<file path="config.mk">
export PLATFORM = sky130hd
export DESIGN_NAME = softstart_seq
export DESIGN_NICKNAME = d
export VERILOG_FILES = /design/src/rtl/softstart_pkg.sv /design/src/rtl/ss_ctrl.sv /design/src/rtl/ss_ramp.sv /design/src/rtl/softstart_seq.sv
export SDC_FILE = /design/constraint.sdc
export NUM_CORES = 1
export LEC_CHECK = 0
export CORE_MARGIN = 4
export CORE_UTILIZATION = 35
export DETAILED_ROUTE_END_ITERATION = 7
export DONT_BUFFER_PORTS = 1
export PLACE_DENSITY = 0.56
export RECOVER_POWER = 25
export SYNTH_ARGS = -nofsm -noshare
export SYNTH_HDL_FRONTEND = slang
export SYNTH_HIERARCHICAL = 1
export SYNTH_SLANG_ARGS = --single-unit
</file>
<file path="constraint.sdc">
create_clock -name clk -period 5.9 [get_ports clk]
set_input_delay 1.18 -clock clk [delete_from_list [all_inputs] [get_ports clk]]
set_output_delay 1.18 -clock clk [all_outputs]
set_load 0.1 [all_outputs]
</file>
<file path="src/rtl/softstart_pkg.sv">
package softstart_pkg;
  typedef enum logic [1:0] {
    PWM_TRI = 2'd0,
    PWM_LOW = 2'd1,
    PWM_RUN = 2'd2
  } pwm_mode_e;

  typedef enum logic {
    SEQ_OFF = 1'b0,
    SEQ_ON  = 1'b1
  } seq_state_e;

  // strobes from control to the reference datapath
  typedef struct packed {
    logic clr;    // zero reference and accumulator
    logic load;   // capture target at ramp start
    logic step;   // advance ramp by one cycle
    logic track;  // follow live target after ramp
  } ramp_strb_t;
endpackage

</file>
<file path="src/rtl/ss_ctrl.sv">
module ss_ctrl
  import softstart_pkg::*;
#(
  parameter int TRI_CYC = 32,
  parameter int LOW_CYC = 150,
  parameter int PG_CYC  = 2048
) (
  input  logic       clk,
  input  logic       rst_n,
  input  logic       cycleTick,
  input  logic       supplyUp,
  input  logic       supplyDown,
  input  logic       restartReq,
  output ramp_strb_t strb,
  output pwm_mode_e  pwmMode,
  output logic       powerGood
);
  localparam int CNT_W = $clog2(PG_CYC);
  localparam logic [CNT_W-1:0] CNT_MAX    = CNT_W'(PG_CYC - 1);
  localparam logic [CNT_W-1:0] LOW_START  = CNT_W'(TRI_CYC);
  localparam logic [CNT_W-1:0] RAMP_FIRST = CNT_W'(TRI_CYC + LOW_CYC);
  localparam logic [CNT_W-1:0] RAMP_LAST  = CNT_W'(PG_CYC - 2);

  seq_state_e       state;
  logic [CNT_W-1:0] cycCnt;
  logic [CNT_W-1:0] cntNext;
  logic             running;
  logic             holdOn;
  logic             advance;

  assign running = (state == SEQ_ON);
  assign holdOn  = running && !supplyDown && !restartReq;
  assign cntNext = (cycCnt == CNT_MAX) ? cycCnt : cycCnt + 1'b1;
  assign advance = holdOn && cycleTick && (cycCnt != CNT_MAX);

  always_ff @(posedge clk or negedge rst_n) begin
    if (!rst_n) begin
      state  <= SEQ_OFF;
      cycCnt <= '0;
    end else if (supplyDown) begin
      state  <= SEQ_OFF;
      cycCnt <= '0;
    end else if (!running) begin
      cycCnt <= '0;
      if (supplyUp) state <= SEQ_ON;
    end else if (restartReq) begin
      cycCnt <= '0;
    end else if (advance) begin
      cycCnt <= cntNext;
    end
  end

  always_comb begin
    strb.clr   = !running || supplyDown || restartReq;
    strb.load  = advance && (cntNext == RAMP_FIRST);
    strb.step  = advance && (cntNext >= RAMP_FIRST) && (cntNext <= RAMP_LAST);
    strb.track = holdOn && (cycCnt == CNT_MAX);
  end

  always_comb begin
    if (!running)               pwmMode = PWM_TRI;
    else if (cycCnt < LOW_START)  pwmMode = PWM_TRI;
    else if (cycCnt < RAMP_FIRST) pwmMode = PWM_LOW;
    else                          pwmMode = PWM_RUN;
  end

  assign powerGood = running && (cycCnt == CNT_MAX);


  cnt_hold_chk: assert property (@(posedge clk) disable iff (!rst_n)
    (running && !cycleTick && !supplyDown && !restartReq) |=> $stable(cycCnt));


  tri_entry_chk: assert property (@(posedge clk) disable iff (!rst_n)
    (!running && supplyUp && !supplyDown) |=> (pwmMode == PWM_TRI && !powerGood));


  mode_order_chk: assert property (@(posedge clk) disable iff (!rst_n)
    (running && !supplyDown && !restartReq) |=> (pwmMode >= $past(pwmMode)));


  pg_mode_chk: assert property (@(posedge clk) disable iff (!rst_n)
    powerGood |-> (pwmMode == PWM_RUN));


  down_off_chk: assert property (@(posedge clk) disable iff (!rst_n)
    supplyDown |=> (pwmMode == PWM_TRI && !powerGood));


  restart_chk: assert property (@(posedge clk) disable iff (!rst_n)
    (running && restartReq) |=> (pwmMode == PWM_TRI && !powerGood));
endmodule

</file>
<file path="src/rtl/ss_ramp.sv">
module ss_ramp
  import softstart_pkg::*;
#(
  parameter int REF_W    = 8,
  parameter int RAMP_LEN = 1865
) (
  input  logic             clk,
  input  logic             rst_n,
  input  ramp_strb_t       strb,
  input  logic [REF_W-1:0] targetCode,
  output logic [REF_W-1:0] refCode
);
  localparam int ACC_W = $clog2(RAMP_LEN + (1 << REF_W) + 1);
  localparam logic [ACC_W-1:0] LEN_A = ACC_W'(RAMP_LEN);

  logic [ACC_W-1:0] acc;
  logic [ACC_W-1:0] accBase;
  logic [ACC_W-1:0] accSum;
  logic [REF_W-1:0] holdTgt;
  logic [REF_W-1:0] stepVal;
  logic [REF_W-1:0] refBase;
  logic [REF_W-1:0] refQ;
  logic             carry;

  always_comb begin
    accBase = strb.load ? '0 : acc;
    stepVal = strb.load ? targetCode : holdTgt;
    refBase = strb.load ? '0 : refQ;
    accSum  = accBase + ACC_W'(stepVal);
    carry   = (accSum >= LEN_A);
  end

  always_ff @(posedge clk or negedge rst_n) begin
    if (!rst_n) begin
      acc     <= '0;
      holdTgt <= '0;
      refQ    <= '0;
    end else if (strb.clr) begin
      acc     <= '0;
      holdTgt <= '0;
      refQ    <= '0;
    end else if (strb.track) begin
      refQ <= targetCode;
    end else if (strb.step) begin
      if (strb.load) holdTgt <= targetCode;
      if (carry) begin
        acc  <= accSum - LEN_A;
        refQ <= refBase + 1'b1;
      end else begin
        acc  <= accSum;
        refQ <= refBase;
      end
    end
  end

  assign refCode = refQ;


  clr_zero_chk: assert property (@(posedge clk) disable iff (!rst_n)
    strb.clr |=> (refCode == '0));


  no_overshoot_chk: assert property (@(posedge clk) disable iff (!rst_n)
    (strb.step && !strb.clr) |=> (refCode <= holdTgt));


  single_step_chk: assert property (@(posedge clk) disable iff (!rst_n)
    (strb.step && !strb.load && !strb.clr) |=>
      (refCode >= $past(refCode) && (refCode - $past(refCode)) <= 1));
endmodule

</file>
<file path="src/rtl/softstart_seq.sv">
module softstart_seq
  import softstart_pkg::*;
#(
  parameter int TRI_CYC = 32,
  parameter int LOW_CYC = 150,
  parameter int PG_CYC  = 2048,
  parameter int REF_W   = 8
) (
  input  logic             clk,
  input  logic             rst_n,
  input  logic             cycleTick,
  input  logic             supplyUp,
  input  logic             supplyDown,
  input  logic             restartReq,
  input  logic [REF_W-1:0] targetCode,
  output logic [REF_W-1:0] refCode,
  output logic [1:0]       pwmMode,
  output logic             powerGood
);
  localparam int RAMP_LEN = PG_CYC - 1 - TRI_CYC - LOW_CYC;

  ramp_strb_t strb;
  pwm_mode_e  modeInt;

  ss_ctrl #(
    .TRI_CYC(TRI_CYC),
    .LOW_CYC(LOW_CYC),
    .PG_CYC (PG_CYC)
  ) u_ctrl (
    .clk       (clk),
    .rst_n     (rst_n),
    .cycleTick (cycleTick),
    .supplyUp  (supplyUp),
    .supplyDown(supplyDown),
    .restartReq(restartReq),
    .strb      (strb),
    .pwmMode   (modeInt),
    .powerGood (powerGood)
  );

  ss_ramp #(
    .REF_W   (REF_W),
    .RAMP_LEN(RAMP_LEN)
  ) u_ramp (
    .clk       (clk),
    .rst_n     (rst_n),
    .strb      (strb),
    .targetCode(targetCode),
    .refCode   (refCode)
  );

  assign pwmMode = modeInt;
endmodule

</file>
---- After elaboration in Yosys (flattened, before gate mapping) ----
Cells that the tools add are included.
cells by class
  muxes and demuxes ....................... 25
  $lt $le $gt $ge ......................... 5
  reductions and logical operators ........ 17
  $add $sub $neg .......................... 4
  eq/ne operators ......................... 5
operator list
  kind                                                                                   number
  8-bit two-way mux                                                                      9
  12-bit two-way mux                                                                     5
  11-bit two-way mux                                                                     5
  12-bit by 8-bit adder with 12-bit output                                               1
  12-bit by 11-bit greater-or-equal comparator with 1-bit output, second input constant  1
  12-bit by 11-bit subtractor with 12-bit output, second input constant                  1
  11-bit by 1-bit adder with 11-bit output, second input constant                        1
  11-bit == test, second input constant                                                  1
  11-bit by 8-bit == test with 1-bit output, second input constant                       1
  11-bit by 8-bit greater-or-equal comparator with 1-bit output, second input constant   1
  11-bit <= comparator, second input constant                                            1
  11-bit by 6-bit < comparator with 1-bit output, second input constant                  1
  11-bit by 8-bit < comparator with 1-bit output, second input constant                  1
  11-bit inequality test, second input constant                                          1
  1-bit logical AND                                                                      9
  8-bit by 1-bit adder with 8-bit output, second input constant                          1
  2-bit two-way mux                                                                      3
  4-bit inequality test, second input constant                                           1
  1-bit logical NOT                                                                      3
  1-bit two-way mux                                                                      3
  3-bit nonzero test                                                                     1
  1-bit logical OR                                                                       2
  2-bit by 1-bit inequality test with 1-bit output, second input constant                1
  2-bit AND reduction                                                                    1
  2-bit nonzero test                                                                     1
word-level totals
  register bits after elaboration ......... 40
  output and inout port bits .............. 11
  word-level logic and storage cells ...... 61
  input bits .............................. 14

---- Logic depth before layout (Yosys ltp) ----
Gate-level depths: netlist (run 1).
  word-level depth ........................ 13
  gate-level depth with buffers ........... 22

---- Modules after synthesis ----
The synthesis (run 1) kept the hierarchy.
by module, submodules not included
  module   instances  area an instance (µm²)  cells an instance
  ss_ramp  1          2466.1                  294
  ss_ctrl  1          1079.8                  129

---- Least setup slack after synthesis (run 1) ----
No wires, ideal clock.
  path type ............................... register -> register
  start point ............................. register u_ctrl.cycCnt[0]
  end point ............................... register u_ramp.refQ[6] (netlist: u_ramp/refCode[6])
  period minus slack after synthesis ...... 5.226 ns
  slack ................................... 0.674 ns
  data arrival time ....................... 5.061 ns
  path buffers ............................ 5
  cell stages (with the launch flop) ...... 22
  required time ........................... 5.735 ns
  setup time .............................. 0.165 ns
  cells stage by stage .................... dfrtp_1 ha_1 buf_2 nand2_4 nor3_2 mux2_1 nor3_1 and3_1 clkbuf_1 clkbuf_1 mux2_2 ha_1 and3_1 a221oi_4 o21ai_2 xnor2_4 and3_1 buf_6 a21oi_4 buf_4 o41ai_1 o311ai_1
RTL lines
  item                    RTL line       source
  from (decl)             ss_ctrl.sv:25  logic [CNT_W-1:0] cycCnt;
  from (signal assigned)  ss_ctrl.sv:49  cycCnt <= cntNext;
  to (signal assigned)    ss_ramp.sv:43  refQ <= targetCode;
  to (signal assigned)    ss_ramp.sv:48  refQ <= refBase + 1'b1;
  to (signal assigned)    ss_ramp.sv:51  refQ <= refBase;
  to (decl)               ss_ramp.sv:22  logic [REF_W-1:0] refQ;

==> impl_metrics.env, run 1 <==
export IMPL_run_status="completed"
export IMPL_clk_pin_slew_ns=0.08
export IMPL_cp_end_kind="flop"
export IMPL_max_freq_mhz=181.4
export IMPL_grt_max_degree=41
export IMPL_worst_slew_pin_slew_ns=1.171
export IMPL_post_dp_hpwl_mm=7.026
export IMPL_fp_dieH_um=108.7
export IMPL_clockRootBuffer="clkbuf_8"
export IMPL_cts_resized=0
export IMPL_critPathMaxFanout=17
export IMPL_ir_drop_mv=0.07533
export IMPL_cpMostUsedCell="and3_1"
export IMPL_yosys_area_share_adder=0.04799
export IMPL_cpMaxStageDelayCell="or4_1"
export IMPL_final_cell_mix="50 x nor2_1, 40 x dfrtp_1, 30 x nand2_1, 25 x o21ai_0, 22 x nor3_1"
export IMPL_p_per_area_nw_per_um2=130.3
export IMPL_initial_core_util=0.3611
export IMPL_top_level_ports=25
export IMPL_drtPass1Iterations=5
export IMPL_cts_setup_buffers=0
export IMPL_numCtsBuffers=5
export IMPL_synth_compound_area_frac=0.2287
export IMPL_power_leakage_nw=1.441
export IMPL_path_buf_inv=0
export IMPL_die_w_um=108.7
export IMPL_path_class="flop to flop"
export IMPL_antenna_cells=0
export IMPL_syn_area_sq_um=3546
export IMPL_drt_wl_total_mm=9.610
export IMPL_rows=36
export IMPL_port_buffers=0
export IMPL_drc_errors=0
export IMPL_synthXorXnorAreaFrac=0.03246
export IMPL_grt_pass1_vias=2996
export IMPL_synthFlopType="dfrtp_1"
export IMPL_totalPowerFinal_uw=482.9
export IMPL_start_kind="flop"
export IMPL_clock_skew_ns=0.01135
export IMPL_synthToLayoutAreaGrowth_pct=4.552
export IMPL_core_area_sq_um=9819
export IMPL_htree_levels=2
export IMPL_dieArea_sq_um=11810
export IMPL_yosys_area_share_simple=0.2929
export IMPL_finalMaxSlewViolations=0
export IMPL_yosysTopAreaCell="dfrtp_1"
export IMPL_slowest_delay_ns=0.56
export IMPL_syn_avg_cell_area_sq_um=8.383
export IMPL_ys_warnings_count=6
export IMPL_worstSkewPairLatency_ns=0.29
export IMPL_synth_area_top_cells="dfrtp_1 28%, nor2_1 5.5%, ha_1 4.2%, o21ai_0 3.5%, mux2_2 3.5%"
export IMPL_drt_iter0_markers=242
export IMPL_cts_sinks=40
export IMPL_rsz0062_at_grt="no"
export IMPL_synth_top_family_by_area="simple AND/OR/NAND/NOR gates"
export IMPL_synth_top_area_frac=0.2823
export IMPL_crit_family="simple AND/OR/NAND/NOR gates"
export IMPL_cp_cell_sequence="ha_2 -> nand2_4 -> nor3_2 -> mux2_1 -> nor3_1 -> and3_1 -> mux2_2 -> ha_1 -> fa_1 -> a21o_1 -> a221oi_4 -> o21ai_2 -> xnor2_4 -> and3_1 -> a21oi_4 -> or4_1 -> a41oi_2"
export IMPL_hold_viol=0
export IMPL_finalSetupViolCount=0
export IMPL_ys_types=76
export IMPL_fin_crit_ns=5.513
export IMPL_cap_violations=0
export IMPL_reg2reg_slack_ns=0.39
export IMPL_muxShareOfSynthArea=0.05646
export IMPL_synth_seq_area_share=0.2823
export IMPL_cp_arrival_ns=5.72
export IMPL_slew_headroom=0.2145
export IMPL_tns_ns=0
export IMPL_cp_data_required_time_ns=6.11
export IMPL_syn_num_nets=450
export IMPL_hold_path_class="flop to flop"
export IMPL_clk_path_buf_depth=2
export IMPL_grt_pass1_wl_mm=16.13
export IMPL_vias=3164
export IMPL_nNetsFinal=435
export IMPL_grt_overflow_total=0
export IMPL_synth_cells=423
export IMPL_avgRoutedWirePerCell_um=17.73
export IMPL_drive_gt1_frac=0.1271
export IMPL_antenna_found_initial=0
export IMPL_synth_edf_count=0
export IMPL_avgViaCountPerCell=5.838
export IMPL_grt_usage=0.1711
export IMPL_gp_congestion=0.8742
export IMPL_ys_seq_elements=40
export IMPL_synthArstFlopShare=1.000
export IMPL_final_common_cell="nor2_1"
export IMPL_fin_crit_sh=0.9343
export IMPL_hold_buffers=0
export IMPL_tritoncts="done"
export IMPL_ant_nets=0
## where the power goes
group | total (mW) | switching, mW | internal, mW
combinational | 0.00968 | 0.00664 | 0.00304
sequential | 0.276 | 0.00104 | 0.275
clock | 0.198 | 0.102 | 0.0953
total | 0.483 | 0.110 | 0.373
## metrics by stage
stage	worst slack (ns)	cell area, sq um	instances	hold WS, ns	util
5_1_grt	0.001454	3707	542	0.5453	0.3775
6_report	0.3874	3707	542	0.5591	0.3775
3_5_place_dp	0.3563	3611	534	0.5509	0.3677
3_3_place_gp	0.4737	3611	534	0.5467	0.3677
4_1_cts	0.3106	3705	542	0.5558	0.3773
2_1_floorplan	0.6741	3546	423	0.4908	-
## path summary, 6_finish.rpt
path	start	end	cells after the start
max	u_ctrl/cycCnt[0]	u_ramp/refCode[3]	17
min	u_ramp/holdTgt[5]	u_ramp/holdTgt[5]	2
max reg2reg	u_ctrl/cycCnt[0]	u_ramp/refCode[3]	17
min reg2reg	u_ramp/holdTgt[5]	u_ramp/holdTgt[5]	2
max in group asynchronous	rst_n	u_ctrl/cycCnt[4]	0
min in group asynchronous	rst_n	u_ramp/holdTgt[0]	0
## worst min-delay path: stages, from the launching register on
cell     delay (ns)
dfrtp_1        0.38
nor2_1         0.10
nor3_1         0.05
## synthesized netlist by cell type (6+ instances only)
master    instances
or3_1             9
o21ai_0          25
nor4_1            6
xnor2_1           7
a211oi_1          6
nor2_1           52
and3_1            8
and2_1            7
nand2_1          30
ha_1             12
nor3_1           22
a21oi_1          14
a31oi_1           8
a21o_1            7
inv_1            11
dfrtp_1          40
nand3_1          17
clkbuf_1         13
nor2b_1          12
mux2_2           11
## sequential cells by signal, indices dropped and copies added (netlist names)
| register | count |
|---|---|
| u_ctrl/cycCnt | 11 |
| u_ctrl/running | 1 |
| u_ramp/acc | 12 |
| u_ramp/holdTgt | 8 |
| u_ramp/refCode | 8 |
## metal layers
metal  wire [um]  track usage
met5           0            0
met4          93      0.03427
met3         468      0.03375
met2        4789       0.2882
met1        4259       0.2286
## cell type report
type	instances	area (sq um)
fill	1043	6112
multi-input combinational	343	2352
sequential	40	1001
tap	133	166.4
clock buffer	7	86.33
timing repair buffer	7	52.55
inverter	11	41.29
clock inverter	1	7.507
## cells by family (layout without fill, tap and decap cells)
kind of cell             after synthesis  count (layout)
multiplexers                          18              18
adder cells (fa/ha/maj)               13              13
XOR/XNOR                              11              11
flip-flops                            40              40
AND/OR/NAND/NOR                      193             193
buffers and inverters                 40              26
AO/OA/AOI/OAI                        108             108
Power figures use the tool's default switching activity.
==> run 2, diff against run 1 <==
Settings changed: CORE_UTILIZATION 35 to 61, PLACE_DENSITY 0.56 to 0.84.
==> impl_metrics.env, run 2 (synthesis gave the netlist of run 1 again) <==
export IMPL_run_status="completed"
export IMPL_ant_nets=0
export IMPL_hold_path_class="flop to flop"
export IMPL_grt_usage=0.2632
export IMPL_cap_violations=0
export IMPL_numCtsBuffers=5
export IMPL_fp_dieH_um=84.24
export IMPL_drt_iter0_markers=268
export IMPL_start_kind="flop"
export IMPL_path_class="flop to flop"
export IMPL_antenna_cells=0
export IMPL_initial_core_util=0.6361
export IMPL_vias=3295
export IMPL_slew_headroom=0.2100
export IMPL_htree_levels=2
export IMPL_critPathMaxFanout=10
export IMPL_clockRootBuffer="clkbuf_8"
export IMPL_regMostFlops="u_ramp/acc"
export IMPL_fin_util=0.6536
export IMPL_grt_max_degree=41
export IMPL_clock_skew_ns=0.008063
export IMPL_power_leakage_nw=1.443
export IMPL_num_fill_cells=464
export IMPL_max_freq_mhz=178.6
export IMPL_pre_cts_ws_ns=0.2062
export IMPL_post_dp_hpwl_mm=6.598
export IMPL_grt_overflow_total=0
export IMPL_die_w_um=84.24
export IMPL_antenna_found_initial=0
export IMPL_cts_setup_buffers=0
export IMPL_cp_end_kind="flop"
export IMPL_hold_viol=0
export IMPL_rows=27
export IMPL_top_level_ports=25
export IMPL_largest_reg_flops=12
export IMPL_avgRoutedWirePerCell_um=19.04
export IMPL_finalSetupViolCount=0
export IMPL_port_buffers=0
export IMPL_drc_errors=0
export IMPL_rsz0062_at_grt="no"
export IMPL_tns_ns=0
export IMPL_nNetsFinal=436
export IMPL_core_area_sq_um=5574
export IMPL_avgViaCountPerCell=6.836
export IMPL_cts_sinks=40
export IMPL_worstSkewPairLatency_ns=0.30
export IMPL_reg_top3="u_ramp/acc x12, u_ctrl/cycCnt x11"
export IMPL_grt_pass1_wl_mm=15.37
export IMPL_fin_crit_ns=5.600
export IMPL_clk_path_buf_depth=2
export IMPL_cp_arrival_ns=5.79
export IMPL_ir_drop_mv=0.1401
export IMPL_grt_pass1_vias=3125
export IMPL_p_per_area_nw_per_um2=132.4
export IMPL_drive_gt1_frac=0.1341
export IMPL_drtPass1Iterations=5
export IMPL_final_cell_mix="50 x nor2_1, 40 x dfrtp_1, 30 x nand2_1, 25 x o21ai_0, 22 x nor3_1"
export IMPL_worst_slew_pin_slew_ns=1.178
export IMPL_finalMaxSlewViolations=0
export IMPL_fin_crit_sh=0.9492
export IMPL_final_common_cell="nor2_1"
export IMPL_clk_pin_slew_ns=0.08
export IMPL_totalPowerFinal_uw=482.6
export IMPL_tritoncts="done"
export IMPL_gp_congestion=0.9438
export IMPL_dieArea_sq_um=7096
export IMPL_layout_setup_ws_ns=0.2999
export IMPL_synthToLayoutAreaGrowth_pct=2.752
export IMPL_drt_wl_total_mm=9.177
export IMPL_cp_data_required_time_ns=6.09
[run 2: changes by cell type in the layout (fill, tap and decap cells not counted)]
| cell | previous run | this run |
|---|---|---|
| buf_4 | 7 | 8 |
| and3_1 | 8 | 7 |
| clkinvlp_4 | 1 | 2 |
| clkbuf_1 | 1 | 0 |
| and3_2 | 0 | 1 |
[run 2: cell type report]
class / count / area (sq um) / area share
clock inverter: 2 / 15.01 / 0.004121
multi-input combinational: 343 / 2354 / 0.6459
tap: 72 / 90.09 / 0.02473
inverter: 11 / 41.29 / 0.01133
timing repair buffer: 8 / 60.06 / 0.01648
clock buffer: 6 / 82.58 / 0.02266
sequential: 40 / 1001 / 0.2747
[run 2: per-stage QoR]
stage	area, sq um	std cells	hold WS (ns)
6_report	3643	482	0.5420
5_1_grt	3643	482	0.5493
4_1_cts	3640	482	0.5449
3_5_place_dp	3542	474	0.5248
3_3_place_gp	3542	474	0.5150
2_1_floorplan	3546	423	0.4908
[run 2: path summary, 6_finish.rpt]
kind | startpoint | to | slack [ns] | cells past startpoint
min in group asynchronous | rst_n | u_ctrl/cycCnt[6] | 0.57 | 0
setup reg to reg | u_ctrl/cycCnt[0] | u_ramp/acc[11] | 0.30 | 17
hold reg to reg | u_ramp/acc[2] | u_ramp/acc[2] | 0.54 | 1
max in group asynchronous | rst_n | u_ramp/holdTgt[5] | 5.24 | 0
hold / removal | u_ramp/acc[2] | u_ramp/acc[2] | 0.54 | 1
setup / recovery | u_ctrl/cycCnt[0] | u_ramp/acc[11] | 0.30 | 17
[run 2: per-layer routing]
metal / track usage / share of wire / vias up
li1: - / - / 1539
met3: 0.06673 / 0.088 / 36
met2: 0.4161 / 0.47 / 153
met5: 0 / 0 / -
met1: 0.3399 / 0.41 / 1567
met4: 0.1170 / 0.038 / 0
[run 2: repair_timing]
item                                   4_1_cts  5_1_grt
setup endpoints to repair                    0       17
hold buffers                                 0        0
gates resized for setup                      0        2
endpoints found under the hold margin        0        0
[run 2: critical path, cell delays in order, from the launching register on]
cell and delay (ns):
dfrtp_1 0.50, ha_2 0.34, nand2_4 0.12, nor4_4 0.31
o32ai_1 0.15, nor4b_1 0.38, and3_2 0.38, mux2_2 0.38
ha_1 0.23, fa_1 0.41, a21o_1 0.23, a221oi_4 0.37
o21ai_2 0.17, xnor2_4 0.22, and3_1 0.36, nand2_1 0.22
or3_1 0.41, a311oi_1 0.31
[run 2: where the power goes]
part	switching, mW	internal, mW
combinational	0.00650	0.00304
clock	0.103	0.0948
sequential	0.00103	0.275
total	0.110	0.372
